$ cat src/rtl/pwb_pkg.sv
package pwb_pkg;
   typedef enum logic [1:0] {
      PWB_IDLE   = 2'd0,
      PWB_FILL   = 2'd1,
      PWB_COMMIT = 2'd2
   } pwb_state_e;
endpackage

$ cat src/rtl/pwb_page_store.sv
module pwb_page_store #(
   parameter  int DATA_W     = 8,
   parameter  int PAGE_BYTES = 16,
   localparam int OFS_W      = $clog2(PAGE_BYTES)
) (
   input  logic              clk,
   input  logic              rst_n,
   input  logic              load,
   input  logic [OFS_W-1:0]  load_ofs,
   input  logic              clear,
   input  logic              push,
   input  logic [DATA_W-1:0] push_data,
   input  logic [OFS_W-1:0]  rd_idx,
   output logic              rd_vld,
   output logic [DATA_W-1:0] rd_data,
   output logic              any_vld
);
   if ((1 << OFS_W) != PAGE_BYTES) begin : g_bad_page
      $error("PAGE_BYTES must be a power of two");
   end

   logic [OFS_W-1:0]  ptr_q;
   logic [PAGE_BYTES-1:0] vld_vec;
   logic [DATA_W-1:0] slot_data [PAGE_BYTES];

   always_ff @(posedge clk or negedge rst_n) begin
      if (!rst_n)    ptr_q <= '0;
      else if (load) ptr_q <= load_ofs;
      else if (push) ptr_q <= ptr_q + 1'b1;
   end

   for (genvar s = 0; s < PAGE_BYTES; s++) begin : g_slot
      logic [DATA_W-1:0] byte_q;
      logic              vld_q;
      logic              hit;
      assign hit = push && (ptr_q == OFS_W'(s));
      always_ff @(posedge clk or negedge rst_n) begin
         if (!rst_n)   byte_q <= '0;
         else if (hit) byte_q <= push_data;
      end
      always_ff @(posedge clk or negedge rst_n) begin
         if (!rst_n)              vld_q <= 1'b0;
         else if (load || clear)  vld_q <= 1'b0;
         else if (hit)            vld_q <= 1'b1;
      end
      assign vld_vec[s]   = vld_q;
      assign slot_data[s] = byte_q;
   end

   assign rd_vld  = vld_vec[rd_idx];
   assign rd_data = slot_data[rd_idx];
   assign any_vld = |vld_vec;

   // Each accepted byte leaves its slot marked
   assert_push_marks_R2: assert property (@(posedge clk) disable iff (!rst_n)
      (push && !load && !clear) |=> vld_vec[$past(ptr_q)]);
endmodule

$ cat src/rtl/pwb_protect.sv
module pwb_protect #(
   parameter  int ADDR_W     = 9,
   parameter  int NUM_BLOCKS = 4,
   localparam int BLK_W      = (NUM_BLOCKS > 1) ? $clog2(NUM_BLOCKS) : 1
) (
   input  logic [ADDR_W-1:0]     addr,
   input  logic [NUM_BLOCKS-1:0] wp_flags,
   output logic                  hit
);
   if (NUM_BLOCKS > 1 && (1 << BLK_W) != NUM_BLOCKS) begin : g_bad_blocks
      $error("NUM_BLOCKS must be a power of two");
   end

   if (NUM_BLOCKS == 1) begin : g_single
      assign hit = wp_flags[0];
   end else begin : g_multi
      logic [BLK_W-1:0] blk;
      assign blk = addr[ADDR_W-1 -: BLK_W];
      assign hit = wp_flags[blk];
   end
endmodule

$ cat src/rtl/pwb_busy_timer.sv
module pwb_busy_timer #(
   parameter  int CYCLES = 250000,
   localparam int CW     = $clog2(CYCLES + 1)
) (
   input  logic clk,
   input  logic rst_n,
   input  logic start,
   output logic busy,
   output logic last
);
   logic [CW-1:0] cnt_q;
   logic          busy_q;

   always_ff @(posedge clk or negedge rst_n) begin
      if (!rst_n) begin
         busy_q <= 1'b0;
         cnt_q  <= '0;
      end else if (start && !busy_q) begin
         busy_q <= 1'b1;
         cnt_q  <= CW'(CYCLES - 1);
      end else if (busy_q) begin
         if (cnt_q == '0) busy_q <= 1'b0;
         else             cnt_q  <= cnt_q - 1'b1;
      end
   end

   assign busy = busy_q;
   assign last = busy_q && (cnt_q == '0);

   assert_cnt_bound_R6: assert property (@(posedge clk) disable iff (!rst_n)
      busy_q |-> (cnt_q < CW'(CYCLES)));
   assert_start_busy_R6: assert property (@(posedge clk) disable iff (!rst_n)
      (start && !busy_q) |=> busy_q);
endmodule

$ cat src/rtl/pwb_page_writer.sv
module pwb_page_writer
   import pwb_pkg::*;
#(
   parameter int ADDR_W       = 9,
   parameter int DATA_W       = 8,
   parameter int PAGE_BYTES   = 16,
   parameter int NUM_BLOCKS   = 4,
   parameter int WRITE_CYCLES = 250000
) (
   input  logic                  clk,
   input  logic                  rst_n,
   input  logic                  wr_open,
   input  logic [ADDR_W-1:0]     wr_addr,
   input  logic                  data_vld,
   input  logic [DATA_W-1:0]     data_byte,
   input  logic                  bus_stop,
   input  logic                  bus_abort,
   input  logic [NUM_BLOCKS-1:0] wp_block,
   output logic                  mem_we,
   output logic [ADDR_W-1:0]     mem_addr,
   output logic [DATA_W-1:0]     mem_wdata,
   output logic                  busy
);
   localparam int OFS_W = $clog2(PAGE_BYTES);
   localparam int PG_W  = ADDR_W - OFS_W;
   localparam logic [OFS_W-1:0] LAST_SLOT = OFS_W'(PAGE_BYTES - 1);

   if (WRITE_CYCLES < PAGE_BYTES + 2) begin : g_bad_cycles
      $error("WRITE_CYCLES must cover the page drain");
   end
   if (PG_W < 1) begin : g_bad_addr
      $error("ADDR_W must exceed the page offset width");
   end

   pwb_state_e       state_q;
   logic [PG_W-1:0]  page_q;
   logic [OFS_W-1:0] scan_q;
   logic             scan_run_q;
   logic             in_fill, do_open, do_abort, do_stop, do_commit, do_push, scan_end;
   logic             rd_vld, any_vld, prot_hit, tmr_busy, tmr_last;
   logic [DATA_W-1:0] rd_data;
   logic             mem_we_q;
   logic [ADDR_W-1:0] mem_addr_q;
   logic [DATA_W-1:0] mem_wdata_q;

   // Priority inside a transaction: abort, stop, reopen, byte
   always_comb begin
      in_fill   = (state_q == PWB_FILL);
      do_abort  = in_fill && bus_abort;
      do_stop   = in_fill && !bus_abort && bus_stop;
      do_open   = wr_open && ((state_q == PWB_IDLE) || (in_fill && !bus_abort && !bus_stop));
      do_push   = in_fill && !bus_abort && !bus_stop && !wr_open && data_vld;
      do_commit = do_stop && any_vld && !prot_hit;
      scan_end  = scan_run_q && (scan_q == LAST_SLOT);
   end

   pwb_page_store #(.DATA_W(DATA_W), .PAGE_BYTES(PAGE_BYTES)) u_store (
      .clk       (clk),
      .rst_n     (rst_n),
      .load      (do_open),
      .load_ofs  (wr_addr[OFS_W-1:0]),
      .clear     (do_abort || (do_stop && !do_commit) || scan_end),
      .push      (do_push),
      .push_data (data_byte),
      .rd_idx    (scan_q),
      .rd_vld    (rd_vld),
      .rd_data   (rd_data),
      .any_vld   (any_vld)
   );

   pwb_protect #(.ADDR_W(ADDR_W), .NUM_BLOCKS(NUM_BLOCKS)) u_protect (
      .addr     ({page_q, {OFS_W{1'b0}}}),
      .wp_flags (wp_block),
      .hit      (prot_hit)
   );

   pwb_busy_timer #(.CYCLES(WRITE_CYCLES)) u_timer (
      .clk   (clk),
      .rst_n (rst_n),
      .start (do_commit),
      .busy  (tmr_busy),
      .last  (tmr_last)
   );

   always_ff @(posedge clk or negedge rst_n) begin
      if (!rst_n) begin
         state_q <= PWB_IDLE;
         page_q  <= '0;
      end else begin
         if (do_open) page_q <= wr_addr[ADDR_W-1:OFS_W];
         case (state_q)
            PWB_IDLE:   if (do_open) state_q <= PWB_FILL;
            PWB_FILL: begin
               if (do_abort)     state_q <= PWB_IDLE;
               else if (do_stop) state_q <= do_commit ? PWB_COMMIT : PWB_IDLE;
            end
            PWB_COMMIT: if (tmr_last) state_q <= PWB_IDLE;
            default:    state_q <= PWB_IDLE;
         endcase
      end
   end

   always_ff @(posedge clk or negedge rst_n) begin
      if (!rst_n) begin
         scan_q     <= '0;
         scan_run_q <= 1'b0;
      end else if (do_commit) begin
         scan_q     <= '0;
         scan_run_q <= 1'b1;
      end else if (scan_run_q) begin
         scan_q <= scan_q + 1'b1;
         if (scan_q == LAST_SLOT) scan_run_q <= 1'b0;
      end
   end

   always_ff @(posedge clk or negedge rst_n) begin
      if (!rst_n) begin
         mem_we_q    <= 1'b0;
         mem_addr_q  <= '0;
         mem_wdata_q <= '0;
      end else begin
         mem_we_q <= scan_run_q && rd_vld;
         if (scan_run_q && rd_vld) begin
            mem_addr_q  <= {page_q, scan_q};
            mem_wdata_q <= rd_data;
         end
      end
   end

   assign mem_we    = mem_we_q;
   assign mem_addr  = mem_addr_q;
   assign mem_wdata = mem_wdata_q;
   assign busy      = tmr_busy;

   assert_we_in_busy_R7: assert property (@(posedge clk) disable iff (!rst_n)
      mem_we |-> busy);
   assert_busy_after_stop_R6: assert property (@(posedge clk) disable iff (!rst_n)
      $rose(busy) |-> $past(bus_stop));
   assert_no_protected_cycle_R5: assert property (@(posedge clk) disable iff (!rst_n)
      $rose(busy) |-> !$past(prot_hit));
   assert_abort_empties_R4: assert property (@(posedge clk) disable iff (!rst_n)
      do_abort |=> (!any_vld && !busy));
   assert_page_frozen_R8: assert property (@(posedge clk) disable iff (!rst_n)
      (busy && !tmr_last) |=> $stable(page_q));
endmodule

$ cat config.mk
export PLATFORM = sky130hd
export DESIGN_NAME = pwb_page_writer
export DESIGN_NICKNAME = d
export VERILOG_FILES = /design/src/rtl/pwb_pkg.sv /design/src/rtl/pwb_page_store.sv /design/src/rtl/pwb_protect.sv /design/src/rtl/pwb_busy_timer.sv /design/src/rtl/pwb_page_writer.sv
export SDC_FILE = /design/constraint.sdc
export NUM_CORES = 1
export LEC_CHECK = 0
export BUFFER_PORTS_ARGS = -buffer_cell sky130_fd_sc_hd__buf_2
export CAP_MARGIN = 20
export CORE_MARGIN = 4
export CORE_UTILIZATION = 65
export DETAILED_ROUTE_END_ITERATION = 10
export MAX_ROUTING_LAYER = met4
export PLACE_DENSITY = 0.84
export SLEW_MARGIN = 0
export SYNTH_ARGS = -nofsm -noshare
export SYNTH_HDL_FRONTEND = slang
export SYNTH_SLANG_ARGS = --single-unit
$ cat constraint.sdc
create_clock -name clk -period 6.2 [get_ports clk]
set_input_delay 0.31 -clock clk [delete_from_list [all_inputs] [get_ports clk]]
set_output_delay 0.31 -clock clk [all_outputs]
set_load 0.05 [all_outputs]
==> impl_metrics.tcl <==
set metrics [dict create \
    grt_pass1_wl_um 31900 \
    synth_compound_gate_area_share 0.0525 \
    setup_viol 0 \
    synth_top_family_by_area "multiplexers" \
    drc 0 \
    timing.fmax_ghz 0.373 \
    synth_most_common_cell "dfrtp_1" \
    crit_start "scan_q[1]" \
    drtIter0Drc 447 \
    syn2layout_area_growth_pct 11.1 \
    dieArea_um2 15900 \
    synth_mux_area_frac 0.273 \
    p_leak_nw 4.79 \
    cp-endpoint "mem_wdata[3]" \
    avgViaCountPerCell 6.36 \
    synthFlopType "dfrtp_1" \
    grt_overflow 0 \
    clock_latency_ns 0.43 \
    slew_headroom 0.417 \
    vias 5696 \
    hold_path_class "in2async" \
    rows 42 \
    status "finished with violations" \
    cts_buffers 17 \
    synth.net_count 704 \
    critPathKind "reg2reg" \
    io_pins 46 \
    cts_setup_buffers 0 \
    grt_pass1_vias 6145 \
    crit_required_ns 6.52 \
    clock_path_buffers 2 \
    syn_area_um2 9050 \
    power_frac_comb 0.141 \
    synth_common_cells "dfrtp_1, mux2_2, nand2_1" \
    worstPathCellList "buf_4 > mux4_2 > o2111ai_2 > nand2_2 > mux2_2" \
    start_util 0.673 \
    yosys.area_share.simple 0.0890 \
    cts.repair.resized 0 \
    cp.arrival_ns 3.00 \
    num-fill-cells 805 \
    drive_gt1_frac 0.389 \
    final_area_um2 10100 \
    wl_per_cell_um 21.2 \
    r2r-start "scan_q[1]" \
    multi_input_area_um2 3940 \
    die_w_um 126 \
    worst_slack_ns 3.52 \
    endpoint_kind "flop" \
    routed_wl_um 19000 \
    grt_util_all_layers 0.262 \
    dr.pass1.iters 5 \
    r2r_cells 5 \
    fin_nets 740 \
    finalClockSkew_ns 0.00712 \
    cts_max_level 4 \
    ctsHoldBuffers 0 \
    synth.distinct_cells 54 \
    hold_violations 4 \
    yosys_warnings 0 \
    tns_ns 0 \
    rsz0062_at_grt "false" \
    final-seq-area_um2 4930 \
    gp_congestion 0.897 \
    clkPwrFrac 0.382 \
    postSynthCellCount 671 \
    synth_area_leader_cell "dfrtp_1" \
    grt_max_degree 112 \
    cts_sinks 197 \
    dieHeight_um 126 \
    core_area_um2 13500 \
    post-route-period-util 0.433 \
    crit_slowest_cell "buf_4" \
    switching_share 0.257 \
    io_buffers 45 \
    rrSetupSlack_ns 3.52 \
    drv_cap 0 \
    cts_root_buf "clkbuf_16" \
    synthAdderAreaFrac 0.00829 \
    ys_seq_area_frac 0.544 \
    ys_ff_latch 197 \
    cts_tree "done" \
    p_int_w 0.00225 \
    start_kind "flop" \
    pwr_density_cell_nw_per_um2 301 \
    worst_pin_slew_ns 0.875 \
    placed_area_um2 9400 \
    pre_cts_ws_ns 3.50 \
    final_util 0.748 \
    avgSynthCellArea_um2 13.5 \
    antennaDiodeCount 0 \
    async_flop_share 1.00 \
    synth_xor_xnor_area_share 0.0126 \
    slowest_delay_ns 0.63 \
    power.switching_w 0.000778 \
    antenna_left 0 \
    power_frac_seq 0.476 \
    synth_top_area_frac 0.544 \
    antenna_found_initial 0 \
    clk_pin_slew_ns 0.07 \
    ir_drop_uv 242 \
    synth_area_leaders "dfrtp_1, mux2_2, mux4_2, nand2_1, nor2_1" \
    worst-path-max-fanout 44 \
    violations "negative hold slack" \
    period_minus_slack_ns 2.68 \
    holdWs_ns -0.00809 \
    place_hpwl_um 12300 \
    synth-edff-count 0 \
    timing.rr.end "mem_wdata[3]" \
    slew_violations 0 \
]
## through the flow
| stage | power [W] | cells | hold slack [ns] |
|---|---|---|---|
| 3_5_place_dp | 0.00189 | 862 | 0.466 |
| 5_1_grt | 0.00315 | 896 | 0.0602 |
| 2_1_floorplan | 0.00176 | 671 | 0.0144 |
| 6_report | 0.00303 | 896 | -0.00809 |
| 3_3_place_gp | 0.00187 | 862 | 0.451 |
| 4_1_cts | 0.00304 | 894 | 0.0252 |
## flip-flops by register name, summed over array words and instances (netlist names)
name                   flops
u_timer.cnt_q             18
scan_q                     4
u_store.g_slot.vld_q      16
mem_wdata                  8
u_store.g_slot.byte_q    128
mem_addr                   9
scan_run_q                 1
u_timer.busy               1
u_store.ptr_q              4
page_q                     5
mem_we                     1
state_q                    2
## cells in the final DEF, fill, tap and decap left out, types with 12 or more instances in the layout
master	n
mux2_2	146
buf_2	44
clkbuf_16	17
dfrtp_1	196
a22oi_1	17
mux4_2	34
nor2_1	36
a21oi_1	21
nand2_1	59
inv_1	12
## routing by layer
layer  GRT usage  vias to the layer above  routed length [µm]
li1            -                     2537                   -
met1       0.352                     2988                8050
met2       0.416                      139                9780
met3      0.0529                       32                 818
met4      0.0738                        0                 331
met5           -                        -                   0
## kinds of logic after synthesis
group,Yosys count
xor gates and xnor gates,13
muxes,186
buffers and inverters,46
adders and majority gates,6
AOI/OAI and AO/OA,71
and+or+nand+nor,152
DFF,197
## final cells by class
class / instances / area share
multi-input combinational: 428 / 0.392
sequential: 197 / 0.490
clock inverter: 12 / 0.0178
inverter: 13 / 0.00485
timing repair buffer: 50 / 0.0290
clock buffer: 20 / 0.0444
tap: 176 / 0.0219
## power by group through the flow
stage | clock (W) | combinational, W | sequential, W
3_5_place_dp | 0 | 0.000426 | 0.00146
6_report | 0.00116 | 0.000428 | 0.00144
5_1_grt | 0.00122 | 0.000474 | 0.00145
4_1_cts | 0.00117 | 0.000430 | 0.00144
3_3_place_gp | 0 | 0.000415 | 0.00145
2_1_floorplan | 0 | 0.000330 | 0.00143
## worst max-delay path, delay by kind of cell, from the launching register on
family | cells | cell delay, ns
and+or+nand+nor | 1 | 0.32
buffers and inverters | 1 | 0.63
AOI/OAI and AO/OA | 1 | 0.25
DFF | 1 | 0.36
muxes | 2 | 1.00
## worst min path at each step
stage                     startpoint                          end
final                          rst_n  u_store.g_slot[6].byte_q[1]
after detailed placement  state_q[1]                   state_q[0]
after global routing      wr_addr[4]                    page_q[0]
after global placement    state_q[1]                   state_q[0]
after floorplan                rst_n                  mem_addr[0]
after CTS                      rst_n  u_store.g_slot[6].byte_q[1]
No activity file was read; power rests on OpenSTA's default activity.
